--- config.mk ---
export PLATFORM = sky130hd
export DESIGN_NAME = unf_iir_par
export DESIGN_NICKNAME = d
export VERILOG_FILES = /design/src/rtl/unf_pkg.sv /design/src/rtl/unf_delay_line.sv /design/src/rtl/unf_mac.sv /design/src/rtl/unf_iir_par.sv
export SDC_FILE = /design/constraint.sdc
export NUM_CORES = 1
export LEC_CHECK = 0
export BUFFER_PORTS_ARGS = -buffer_cell sky130_fd_sc_hd__clkbuf_2
export CELL_PAD_IN_SITES_DETAIL_PLACEMENT = 0
export CELL_PAD_IN_SITES_GLOBAL_PLACEMENT = 1
export CORE_UTILIZATION = 37
export DETAILED_ROUTE_END_ITERATION = 8
export PLACE_DENSITY = 0.75
export SYNTH_ARGS = -nofsm -noshare
export SYNTH_HDL_FRONTEND = slang
export SYNTH_HIERARCHICAL = 1
export SYNTH_SLANG_ARGS = --single-unit
--- constraint.sdc ---
create_clock -name clk -period 5.2 [get_ports clk]
set_input_delay 0.78 -clock clk [delete_from_list [all_inputs] [get_ports clk]]
set_output_delay 0.78 -clock clk [all_outputs]
set_load 0.02 [all_outputs]
--- src/rtl/unf_pkg.sv ---
package unf_pkg;

   // Lane that feeds the loop input of lane dst after unfolding by j
   function automatic int fb_src_lane(input int dst, input int w, input int j);
      return (dst + j - (w % j)) % j;
   endfunction

   // Registers on the unfolded edge leaving lane src
   function automatic int edge_regs(input int src, input int w, input int j);
      return (src + w) / j;
   endfunction

   // Sum of registers over every unfolded loop edge
   function automatic int loop_regs_total(input int w, input int j);
      int t;
      t = 0;
      for (int i = 0; i < j; i++) t += edge_regs(i, w, j);
      return t;
   endfunction

endpackage

--- src/rtl/unf_delay_line.sv ---
module unf_delay_line #(
   parameter int DW    = 16,
   parameter int DEPTH = 1
) (
   input  logic          clk,
   input  logic          rst,
   input  logic          en,
   input  logic [DW-1:0] d,
   output logic [DW-1:0] q
);

   logic [DW-1:0] stage [DEPTH];

   always_ff @(posedge clk) begin
      if (rst) begin
         for (int i = 0; i < DEPTH; i++) stage[i] <= '0;
      end else if (en) begin
         stage[0] <= d;
         for (int i = 1; i < DEPTH; i++) stage[i] <= stage[i-1];
      end
   end

   assign q = stage[DEPTH-1];

endmodule

--- src/rtl/unf_mac.sv ---
module unf_mac #(
   parameter int                     DW   = 16,
   parameter int                     CW   = 16,
   parameter int                     FRAC = 14,
   parameter logic signed [CW-1:0]   COEF = 16'sd8192
) (
   input  logic signed [DW-1:0] x_in,
   input  logic signed [DW-1:0] fb_in,
   output logic signed [DW-1:0] y_out
);

   localparam int AW = DW + CW + 2;
   localparam logic signed [AW-1:0] MAXV = {{(AW-DW+1){1'b0}}, {(DW-1){1'b1}}};
   localparam logic signed [AW-1:0] MINV = ~MAXV;
   localparam logic signed [AW-1:0] HALF = AW'(1) <<< (FRAC - 1);

   logic signed [AW-1:0] fb_e, coef_e, x_e;
   logic signed [AW-1:0] prod, acc, q;

   always_comb begin
      fb_e   = AW'(fb_in);
      coef_e = AW'(COEF);
      x_e    = AW'(x_in);
      prod   = fb_e * coef_e;
      acc    = prod + (x_e <<< FRAC) + HALF;
      q      = acc >>> FRAC;
      if (q > MAXV)      y_out = MAXV[DW-1:0];
      else if (q < MINV) y_out = MINV[DW-1:0];
      else               y_out = q[DW-1:0];
   end

endmodule

--- src/rtl/unf_iir_par.sv ---
module unf_iir_par #(
   parameter int                   LANES    = 4,
   parameter int                   LOOP_DLY = 2,
   parameter int                   DW       = 16,
   parameter int                   CW       = 16,
   parameter int                   FRAC     = 14,
   parameter logic signed [CW-1:0] COEF     = 16'sd8192
) (
   input  logic                  clk,
   input  logic                  rst,
   input  logic                  in_valid,
   input  logic [LANES*DW-1:0]   x_lanes,
   output logic                  out_valid,
   output logic [LANES*DW-1:0]   y_lanes
);

   localparam int TOTAL_REGS = unf_pkg::loop_regs_total(LOOP_DLY, LANES);

   if (LANES < 1) begin : g_bad_lanes
      $error("LANES must be at least 1");
   end
   if (LOOP_DLY < 1) begin : g_bad_dly
      $error("LOOP_DLY must be at least 1");
   end
   if (DW < 2 || DW > 31) begin : g_bad_dw
      $error("DW must lie in 2..31");
   end
   if (FRAC < 1 || FRAC >= CW) begin : g_bad_frac
      $error("FRAC must lie in 1..CW-1");
   end
   if (TOTAL_REGS != LOOP_DLY) begin : g_bad_total
      $error("unfolded loop register count differs from LOOP_DLY");
   end

   logic signed [DW-1:0] node_y [LANES];

   for (genvar k = 0; k < LANES; k++) begin : g_lane
      localparam int SRC  = unf_pkg::fb_src_lane(k, LOOP_DLY, LANES);
      localparam int REGS = unf_pkg::edge_regs(SRC, LOOP_DLY, LANES);

      logic signed [DW-1:0] fb;

      if (REGS == 0) begin : g_wire
         // same-cycle edge: SRC < k, so the chain runs in lane order
         assign fb = node_y[SRC];
      end else begin : g_reg
         unf_delay_line #(
            .DW    (DW),
            .DEPTH (REGS)
         ) u_dl (
            .clk (clk),
            .rst (rst),
            .en  (in_valid),
            .d   (node_y[SRC]),
            .q   (fb)
         );
      end

      unf_mac #(
         .DW   (DW),
         .CW   (CW),
         .FRAC (FRAC),
         .COEF (COEF)
      ) u_mac (
         .x_in  (x_lanes[k*DW +: DW]),
         .fb_in (fb),
         .y_out (node_y[k])
      );

      assign y_lanes[k*DW +: DW] = node_y[k];
   end

   assign out_valid = in_valid;

endmodule

Word-level counts from Yosys, hierarchy flattened
Memories as Yosys holds them, arrays and structs flattened.
Index checks and enable logic that the tools add are counted.
{"block": "word_totals", "n_memories": 2, "input_bits": 67, "output_inout_bits": 65, "mem_bits_rw": 32, "reg_bits": 0}
{"block": "op_classes", "mux": 17, "addsub": 8, "magnitude_cmp": 8, "n_reduce_logical": 2}
{"name": "g_lane[0].g_reg.u_dl.stage", "words": 1, "word_bits": 16, "read_ports": 1, "rd_ports_with_merged_regs": 0, "wr": 1, "line": "unf_delay_line.sv:12", "text": "logic [DW-1:0] stage [DEPTH];"}
{"name": "g_lane[1].g_reg.u_dl.stage", "words": 1, "word_bits": 16, "read_ports": 1, "rd_ports_with_merged_regs": 0, "wr": 1, "line": "unf_delay_line.sv:12"}
{"operator": "two-way mux 16 bit", "n": 10}
{"operator": "adder 31 x 15 -> 32 bit, second input constant", "n": 4}
{"operator": "adder 29 x 30 -> 31 bit", "n": 4}
{"operator": "> comparator 20 x 16 -> 1 bit, second input constant", "n": 4}
{"operator": "< comparator 20 x 16 -> 1 bit, second input constant", "n": 4}
{"operator": "OR reduction 16 bit", "n": 2}
{"operator": "two-way mux 1 bit", "n": 7}

Depth between registers and ports, before layout
Gate-level depths: netlist (run 1).
An unclocked memory read counts as a cell.
{"block": "logic_depth", "ltp_word": 12, "depth_mapped": 23, "ltp_nobuf": 19}

Hierarchy
The synthesis (run 1) kept the hierarchy.
{"module": "unf_mac", "cells_per_inst": 192, "area_each_um2": 1252.5, "n_inst": 4, "seq_area_each_um2": 0.0}
{"module": "unf_delay_line", "cells_per_inst": 35, "area_each_um2": 656.9, "n_inst": 2, "seq_area_each_um2": 480.5}
{"module": "unf_iir_par", "cells_per_inst": 1, "area_each_um2": 7.5, "n_inst": 1, "seq_area_each_um2": 0.0}

Least setup slack after synthesis (run 1)
OpenSTA, ideal clock, no wires.
{"block": "synth_timing", "path_kind": "input to output", "startpoint": "input x_lanes[0]", "endpoint": "output y_lanes[42]", "n_path_buf": 2, "stages": 17, "arrival_time_ns": 5.270, "setup_slack_ns": -0.850, "path_cell_list": "fa_1 > a211oi_1 > o21ai_2 > o31ai_1 > o41a_1 > and2_1 > buf_2 > nor2_1 > o32ai_1 > ha_1 > buf_2 > and4_1 > a221oi_2 > o31ai_2 > a211oi_4 > nor2_1 > o32ai_1"}
{"block": "synth_between", "elab_chain_cells": 10}
{"item": "start, declared", "line": "unf_iir_par.sv:12", "text": "input logic [LANES*DW-1:0] x_lanes,"}
{"item": "adder 29 x 30 -> 31 bit (*)", "line": "unf_mac.sv:25", "text": "acc = prod + (x_e <<< FRAC) + HALF;"}
{"item": "adder 31 x 15 -> 32 bit (*)", "line": "unf_mac.sv:25"}
{"item": "< comparator 20 x 16 -> 1 bit", "line": "unf_mac.sv:28", "text": "else if (q < MINV) y_out = MINV[DW-1:0];"}
{"item": "two-way mux 16 bit", "line": "unf_mac.sv:28"}
{"item": "two-way mux 16 bit (*)", "line": "unf_mac.sv:27", "text": "if (q > MAXV) y_out = MAXV[DW-1:0];"}
{"item": "named net y_lanes[10]", "line": "unf_iir_par.sv:14", "text": "output logic [LANES*DW-1:0] y_lanes"}
{"item": "adder 29 x 30 -> 31 bit (*)", "line": "unf_mac.sv:25"}
{"item": "adder 31 x 15 -> 32 bit (*)", "line": "unf_mac.sv:25"}
{"item": "< comparator 20 x 16 -> 1 bit", "line": "unf_mac.sv:28"}
{"item": "two-way mux 16 bit", "line": "unf_mac.sv:28"}
{"item": "two-way mux 16 bit (*)", "line": "unf_mac.sv:27"}
{"item": "end, declared", "line": "unf_iir_par.sv:14"}
Mark *: on every way through the listed nets, which the timed path passes. The rest lies on a longest branch.

Worst setup path in the final report (run 1)
{"block": "layout_timing", "startpoint": "input x_lanes[16]", "endpoint": "output y_lanes[57]"}
{"block": "layout_between", "elab_chain_cells": 10}
{"item": "adder 29 x 30 -> 31 bit (*)", "line": "unf_mac.sv:25"}
{"item": "adder 31 x 15 -> 32 bit (*)", "line": "unf_mac.sv:25"}
{"item": "< comparator 20 x 16 -> 1 bit", "line": "unf_mac.sv:28"}
{"item": "two-way mux 16 bit", "line": "unf_mac.sv:28"}
{"item": "two-way mux 16 bit (*)", "line": "unf_mac.sv:27"}
{"item": "adder 29 x 30 -> 31 bit (*)", "line": "unf_mac.sv:25"}
{"item": "adder 31 x 15 -> 32 bit (*)", "line": "unf_mac.sv:25"}
{"item": "< comparator 20 x 16 -> 1 bit", "line": "unf_mac.sv:28"}
{"item": "two-way mux 16 bit", "line": "unf_mac.sv:28"}
{"item": "two-way mux 16 bit (*)", "line": "unf_mac.sv:27"}
Mark *: on every way between the ends. The rest lies on a longest branch, timed or not.

==> results of run 1 <==
## worst paths after layout
| check | start | to | slack (ps) | depth (start not counted) |
|---|---|---|---|---|
| worst max-delay path | x_lanes[16] | y_lanes[57] | -610 | 21 |
| worst min-delay path | rst | g_lane[0].g_reg.u_dl/stage[0][10]$_SDFFCE_PN0P_ | 1270 | 2 |
| worst max register to register | g_lane[0].g_reg.u_dl/stage[0][1]$_SDFFCE_PN0P_ | g_lane[0].g_reg.u_dl/stage[0][9]$_SDFFCE_PN0P_ | 100 | 21 |
| worst min register to register | g_lane[0].g_reg.u_dl/stage[0][0]$_SDFFCE_PN0P_ | g_lane[0].g_reg.u_dl/stage[0][0]$_SDFFCE_PN0P_ | 1830 | 8 |
## layout make-up
class	instances	area, um2	area share
clock buffers	5	125.1	0.009811
clock inverters	3	13.76	0.001079
inverters	20	85.08	0.006671
multi-input cells	742	7038	0.5518
flip-flops and latches	32	960.9	0.07535
well taps	220	275.3	0.02158
repair buffers	524	4225	0.3313
repair inverters	4	30.03	0.002355
## stage by stage
step           instances  setup TNS [ps]  hold slack [ps]  setup WS (ps)    util
2_1_floorplan        839           -7409             1041         -312.3       -
4_1_cts             1530          -12730             1245         -502.6  0.7184
3_3_place_gp        1450          -19590             1521         -714.5  0.6027
3_5_place_dp        1450          -23060             1523         -751.3  0.6027
6_report            1550          -15640             1269         -610.0  0.7663
5_1_grt             1550          -21670             1301         -762.2  0.7663
## per-layer routing
metal,part of all wire,wire length (um),up-vias
met1,0.44,13030,4268
met5,0,0,-
met3,0.053,1565,64
met4,0.019,573,0
met2,0.48,14280,358
li1,-,-,4135
## cell families after synthesis
kind of cell / Yosys count / share of synthesized area
AND/OR/NAND/NOR: 234 / 0.1909
XOR/XNOR: 60 / 0.08300
flip-flops: 32 / 0.1518
adder cells (fa/ha/maj): 68 / 0.1391
buffers and inverters: 65 / 0.05020
AO/OA/AOI/OAI: 380 / 0.3850
## worst reg2reg max path, stage by stage (launching register included)
cell      delay (ps)
edfxtp_1         460
fa_2             440
a211oi_2         230
o21ai_2          130
a21oi_2          180
o21bai_1         100
a21o_2           260
inv_4            110
a21boi_0         120
or3_4            430
ha_4             290
o211ai_1         110
o21ai_2          240
o31ai_2          100
o41a_1           410
and2_4           250
o21a_1           220
a211o_1          320
buf_6            130
buf_6            110
buf_6            100
and3b_1          140
## repair_timing
action,in CTS,in global routing
resized for setup,233,155
setup buffers,66,34
cloned,9,1
setup endpoints to repair,32,51
pin swaps,68,69
## cell usage after synthesis (6+ instances only)
master,count,share of area
edfxtp_1,32,0.15
clkbuf_1,8,0.0047
o21a_1,20,0.024
o21bai_1,12,0.014
and2_1,8,0.0079
buf_2,32,0.025
a211o_1,8,0.011
or2_1,6,0.0059
nand3_1,8,0.0063
inv_1,16,0.0095
nor2_1,56,0.033
and3b_2,12,0.019
o21ai_1,8,0.0063
ha_1,64,0.13
o32ai_1,12,0.017
o31ai_1,8,0.0095
xnor2_1,32,0.044
nand2_1,84,0.050
and3b_1,20,0.028
a21oi_1,132,0.10
a22oi_1,16,0.019
nand4_1,8,0.0079
or3_1,12,0.012
a21o_1,12,0.014
a211oi_1,8,0.0095
xor2_1,28,0.039
o211ai_1,16,0.019
o21ai_0,88,0.070
a21boi_0,8,0.0095
==> flow_summary_export.csv, run 1 <==
group,metric,value,unit
run_status,status,"finished with violations",
run_status,violations,"negative setup slack",
setup_path,start_kind,"primary input",
setup_path,cp_top_family,"compound AO/OA/AOI/OAI gates",
cts,clk_latency,270,ps
finish,area_growth,101.4,%
route,vias_per_cell,5.694,
setup_path,cp_num_buf_inv,5,
finish,nets,1464,
timing,tightestPinTransition,678.7,ps
die,die_area,17640,um2
global_route,use_met1,0.4303,
die,core_area,16640,um2
synthesis,ys_ff_latch,32,
die,start_util,0.3804,
finish,diodes,0,
global_route,grt.busiest_layer,"met2",
global_route,antenna_found_initial,0,
timing,fmax,0.1721,GHz
global_route,grt_pass1_vias,8393,
finish,nFillCells,1050,
synthesis,avgSynthCellArea,7.546,um2
synthesis,synthCells,839,
cts,clockBufferDepth,2,
synthesis,syn-num-nets,974,
synthesis,synth_async_sr_flop_share,0,
route,wirelength,29440,um
cts,htreeDepth,2,
cts,path_clk_slew,50,ps
setup_path,crit_required,4420,ps
finish,largest_register,"g_lane.g_reg.u_dl/stage",
synthesis,netlist_area,6331,um2
die,die_x,132.8,um
cts,clockRootBuffer,"clkbuf_16",
timing,min_period,5810,ps
timing,fin_ws,-610.0,ps
finish,top_regs,"g_lane.g_reg.u_dl/stage x32",
synthesis,synth.distinct_cells,46,
synthesis,yosysWarnings,6,
finish,design_area,12750,um2
route,dr.pass1.iters,5,
run,timing.max_cap.violations,0,
cts,cts_tree,"built",
global_route,grt.met2_usage,0.5044,
route,vias,8825,
setup_path,critPathMaxFanout,7,
timing,relSlewSlack,0.5475,
place,place_congestion,0.9064,
setup_path,cp.arrival,5030,ps
min_path,hp-class,"primary input to register",
timing,maxSlewViolCount,0,
timing,min_period_over_period,1.117,
timing,clock_skew,3.270,ps
synthesis,synth_seq_area_share,0.1518,
setup_path,cp-end-kind,"output port",
global_route,grt_max_degree,36,
finish,largest_reg_flops,32,
setup_path,crit_chain,"buf_8, fa_2, a211oi_2, o21ai_2, a21oi_2, o21bai_1, a21o_2, buf_6, buf_6, o21a_1, or3_4, ha_4, o211ai_1, o21ai_2, o31ai_2, o41a_1, or2_4, buf_4, a21oi_1, a211o_1, buf_2",
finish,drive_above_1_share,0.6188,
global_route,grt_pass1_wl,43010,um
setup_path,path_class,"primary input to output port",
route,antenna_left,0,
timing,rsz0062_at_grt,"true",
global_route,grt-ovfl-total,0,
place,place_area,10030,um2
cts,cts.sinks,32,
place,io_buffers,131,
finish,final_common_cell,"buf_4",
synthesis,synth_ff_type,"edfxtp_1",
die,chipHeight,132.8,um
global_route,grt.total_usage,0.3023,
place,hpwl,19930,um
route,drt_iter0_drc,709,
cts,holdBufCountCts,0,
setup_path,crit_slowest_cell,"o41a_1",
cts,cts_made_buffers,5,
timing,setup_violations,33,
finish,final_cell_mix,"buf_4 (341), clkbuf_2 (91), nand2_1 (76)",
die,fp-row-count,47,
route,drc,0,
timing,finalHoldViolations,0,
synthesis,synth-edff-count,32,
setup_path,critical-path-max-stage-delay,420,ps
global_route,use_met3,0.01456,
route,avgRoutedWirePerCell,19.00,um
die,num_io_pins,132,
Power of run 1 is left out: the tool's default activity adds up to more than one toggle a clock period on the data nets, which glitch-free logic cannot reach.
==> run 2: changes to the inputs <==
--- a/config.mk
+++ b/config.mk
@@ -8,10 +8,9 @@
 export BUFFER_PORTS_ARGS = -buffer_cell sky130_fd_sc_hd__clkbuf_2
 export CELL_PAD_IN_SITES_DETAIL_PLACEMENT = 0
 export CELL_PAD_IN_SITES_GLOBAL_PLACEMENT = 1
-export CORE_UTILIZATION = 37
+export CORE_UTILIZATION = 36
 export DETAILED_ROUTE_END_ITERATION = 8
 export PLACE_DENSITY = 0.75
 export SYNTH_ARGS = -nofsm -noshare
 export SYNTH_HDL_FRONTEND = slang
-export SYNTH_HIERARCHICAL = 1
 export SYNTH_SLANG_ARGS = --single-unit
==> constraint.sdc (replaced) <==
create_clock -name clk -period 5.2 [get_ports clk]
set_input_delay 0.52 -clock clk [delete_from_list [all_inputs] [get_ports clk]]
set_output_delay 0.52 -clock clk [all_outputs]
set_load 0.02 [all_outputs]
==> run 2 against run 1 <==
Utilization decreased by 7.0 points. Die area down 14%. Final cell count fell by 22%. Hold slack worse by 400 ps. Count of clock-buffer cells in the layout stayed put. The flow still finishes with violations (negative setup slack). First-iteration DRC count down 41%. Critical endpoint is now y_lanes[54]. Wire length decreased by 26%. Critical path type is now register to output port. Clock skew grew 1.8 ps. Largest cell class unchanged. Setup slack improved by 310 ps. Via count is 24% lower. Area after synthesis fell by 17%.
==> flow_summary_export.csv, run 2 <==
group,metric,value,unit
die,die_x,122.8,um
finish,largest_reg_flops,32,
setup_path,critical-path-max-stage-delay,410,ps
cts,cts_made_buffers,5,
route,wirelength,21890,um
die,num_io_pins,132,
die,die_area,15090,um2
timing,rsz0062_at_grt,"true",
place,place_congestion,0.9653,
global_route,grt.busiest_layer,"met2",
timing,clock_skew,5.023,ps
setup_path,cp_top_family,"compound AO/OA/AOI/OAI gates",
global_route,grt_max_degree,33,
synthesis,synth_async_sr_flop_share,0,
die,core_area,14040,um2
timing,fmax,0.1820,GHz
setup_path,critPathMaxFanout,11,
synthesis,synth.most_common_cell,"a21oi_1",
route,avgRoutedWirePerCell,18.18,um
synthesis,netlist_area,5256,um2
setup_path,reg2reg_setup_slack,-10,ps
timing,relSlewSlack,0.1688,
route,vias,6668,
timing,finalHoldViolations,0,
finish,top_regs,"g_lane.g_reg.u_dl.stage x32",
die,start_util,0.3743,
synthesis,avgSynthCellArea,8.000,um2
finish,final_common_cell,"buf_4",
finish,area_growth,86.05,%
setup_path,crit_start,"g_lane[1].g_reg.u_dl.stage[0][0]$_SDFFCE_PN0P_",
synthesis,yosys.area.top_type,"edfxtp_1",
cts,cts_tree,"built",
global_route,grt-ovfl-total,0,
run_status,status,"finished with violations",
finish,diodes,0,
timing,maxSlewViolCount,0,
place,dp_cells,1134,
place,place_ws,-370.6,ps
die,fp-row-count,43,
run,timing.max_cap.violations,0,
cts,clockBufferDepth,2,
place,hpwl,16000,um
cts,htreeDepth,2,
synthesis,synth_common_cells,"a21oi_1 (78), nand2_1 (65), ha_1 (64), o21ai_0 (49), a21o_1 (48)",
timing,min_period_over_period,1.057,
setup_path,path_class,"register to output port",
finish,largest_register,"g_lane.g_reg.u_dl.stage",
die,chipHeight,122.8,um
synthesis,synth_seq_area_share,0.1828,
setup_path,start_kind,"register",
global_route,grt_pass1_wl,32260,um
synthesis,synth_ff_type,"edfxtp_1",
setup_path,crit_required,4680,ps
timing,fin_ws,-295.7,ps
global_route,grt_pass1_vias,6454,
setup_path,crit_slowest_cell,"edfxtp_1",
finish,final_cell_mix,"buf_4 (219), clkbuf_2 (101), a21oi_1 (53)",
global_route,antenna_found_initial,0,
setup_path,reg2reg_from,"g_lane[1].g_reg.u_dl.stage[0][0]$_SDFFCE_PN0P_",
cts,path_clk_slew,50,ps
min_path,min-delay-start,"rst",
route,antenna_left,0,
finish,stdcell_count,1204,
timing,tns,-6141,ps
global_route,use_met3,0.04089,
setup_path,cp-end-kind,"output port",
setup_path,cp_num_buf_inv,8,
timing,min_period,5496,ps
timing,whs,867.6,ps
global_route,grt.total_usage,0.2775,
finish,drive_above_1_share,0.5518,
synthesis,synth-edff-count,32,
route,dr.pass1.iters,6,
setup_path,cp.arrival,4980,ps
finish,nets,1159,
cts,cts.sinks,32,
place,io_buffers,131,
synthesis,syn-num-nets,792,
run_status,violations,"negative setup slack",
min_path,hp-class,"primary input to register",
route,drt_iter0_drc,421,
synthesis,yosys-top-cells-area,"edfxtp_1 (18%), ha_1 (15%), a21oi_1 (7.4%), a21o_1 (6.9%), xnor2_1 (5.0%)",
setup_path,cp_common_cell,"buf_4",
global_route,grt.met2_usage,0.4494,
route,vias_per_cell,5.538,
cts,clk_latency,290,ps
synthesis,synthCells,657,
synthesis,synth.distinct_cells,69,
synthesis,yosysWarnings,0,
timing,setup_violations,31,
cts,clockRootBuffer,"clkbuf_16",
route,drc,0,
synthesis,ys_ff_latch,32,
synthesis,yosys.area.top_type_share,0.1828,
global_route,use_met1,0.3778,
timing,tightestPinTransition,1247,ps
==> run 2: path summary, 6_finish.rpt <==
check                                                                  endpoint  cells after the start
worst max-delay path                                                y_lanes[54]                     29
worst min-delay path             g_lane[0].g_reg.u_dl.stage[0][4]$_SDFFCE_PN0P_                      3
worst max register to register  g_lane[1].g_reg.u_dl.stage[0][12]$_SDFFCE_PN0P_                     31
worst min register to register   g_lane[0].g_reg.u_dl.stage[0][0]$_SDFFCE_PN0P_                      6
==> run 2: final cells by class <==
cell class / count / area, um2
Clock buffer: 5 / 125.1
Timing Repair Buffer: 386 / 3120
Clock inverter: 2 / 7.507
Inverter: 25 / 103.9
Fill cell: 1024 / 4263
Sequential cell: 32 / 960.9
Multi-Input combinational cell: 574 / 5236
Tap cell: 180 / 225.2
==> run 2: worst reg2reg max path: cells and delay by family, from the launching register on <==
family	cells	cell delay [ps]
AOI/OAI and AO/OA	11	1640
buffers and inverters	10	1350
and+or+nand+nor	8	1030
adders and majority gates	2	610
DFF	1	410
==> run 2: kinds of logic (layout without fill, tap and decap cells) <==
| logic type | after synthesis | after routing | synth area share |
|---|---|---|---|
| AOI/OAI and AO/OA | 256 | 257 | 0.3242 |
| and+or+nand+nor | 194 | 194 | 0.1892 |
| adders and majority gates | 68 | 68 | 0.1676 |
| xor gates and xnor gates | 53 | 53 | 0.08831 |
| buffers and inverters | 52 | 418 | 0.04404 |
| DFF | 32 | 32 | 0.1828 |
| muxes | 2 | 2 | 0.003809 |
==> run 2: per-stage QoR <==
stage	utilization	area [um2]
detailed placement	0.5685	7983
CTS	0.6523	9160
global route	0.6964	9779
floorplan	-	5764
finish	0.6964	9779
global placement	0.5685	7983
==> run 2: what timing repair did <==
action                     in CTS  in global routing
buffers inserted               37                 26
cloned                          5                  3
gates resized for setup       149                117
hold endpoints to repair        0                  0
pin swaps                      48                 73
hold buffers                    0                  0
setup endpoints to repair      38                 47
==> run 2: layer usage <==
layer / vias up / part of all wire
li1: 3187 / -
met1: 3147 / 0.44
met2: 279 / 0.47
met3: 55 / 0.068
met4: 0 / 0.027
met5: - / 0
Power of run 2 is left out for the same reason.
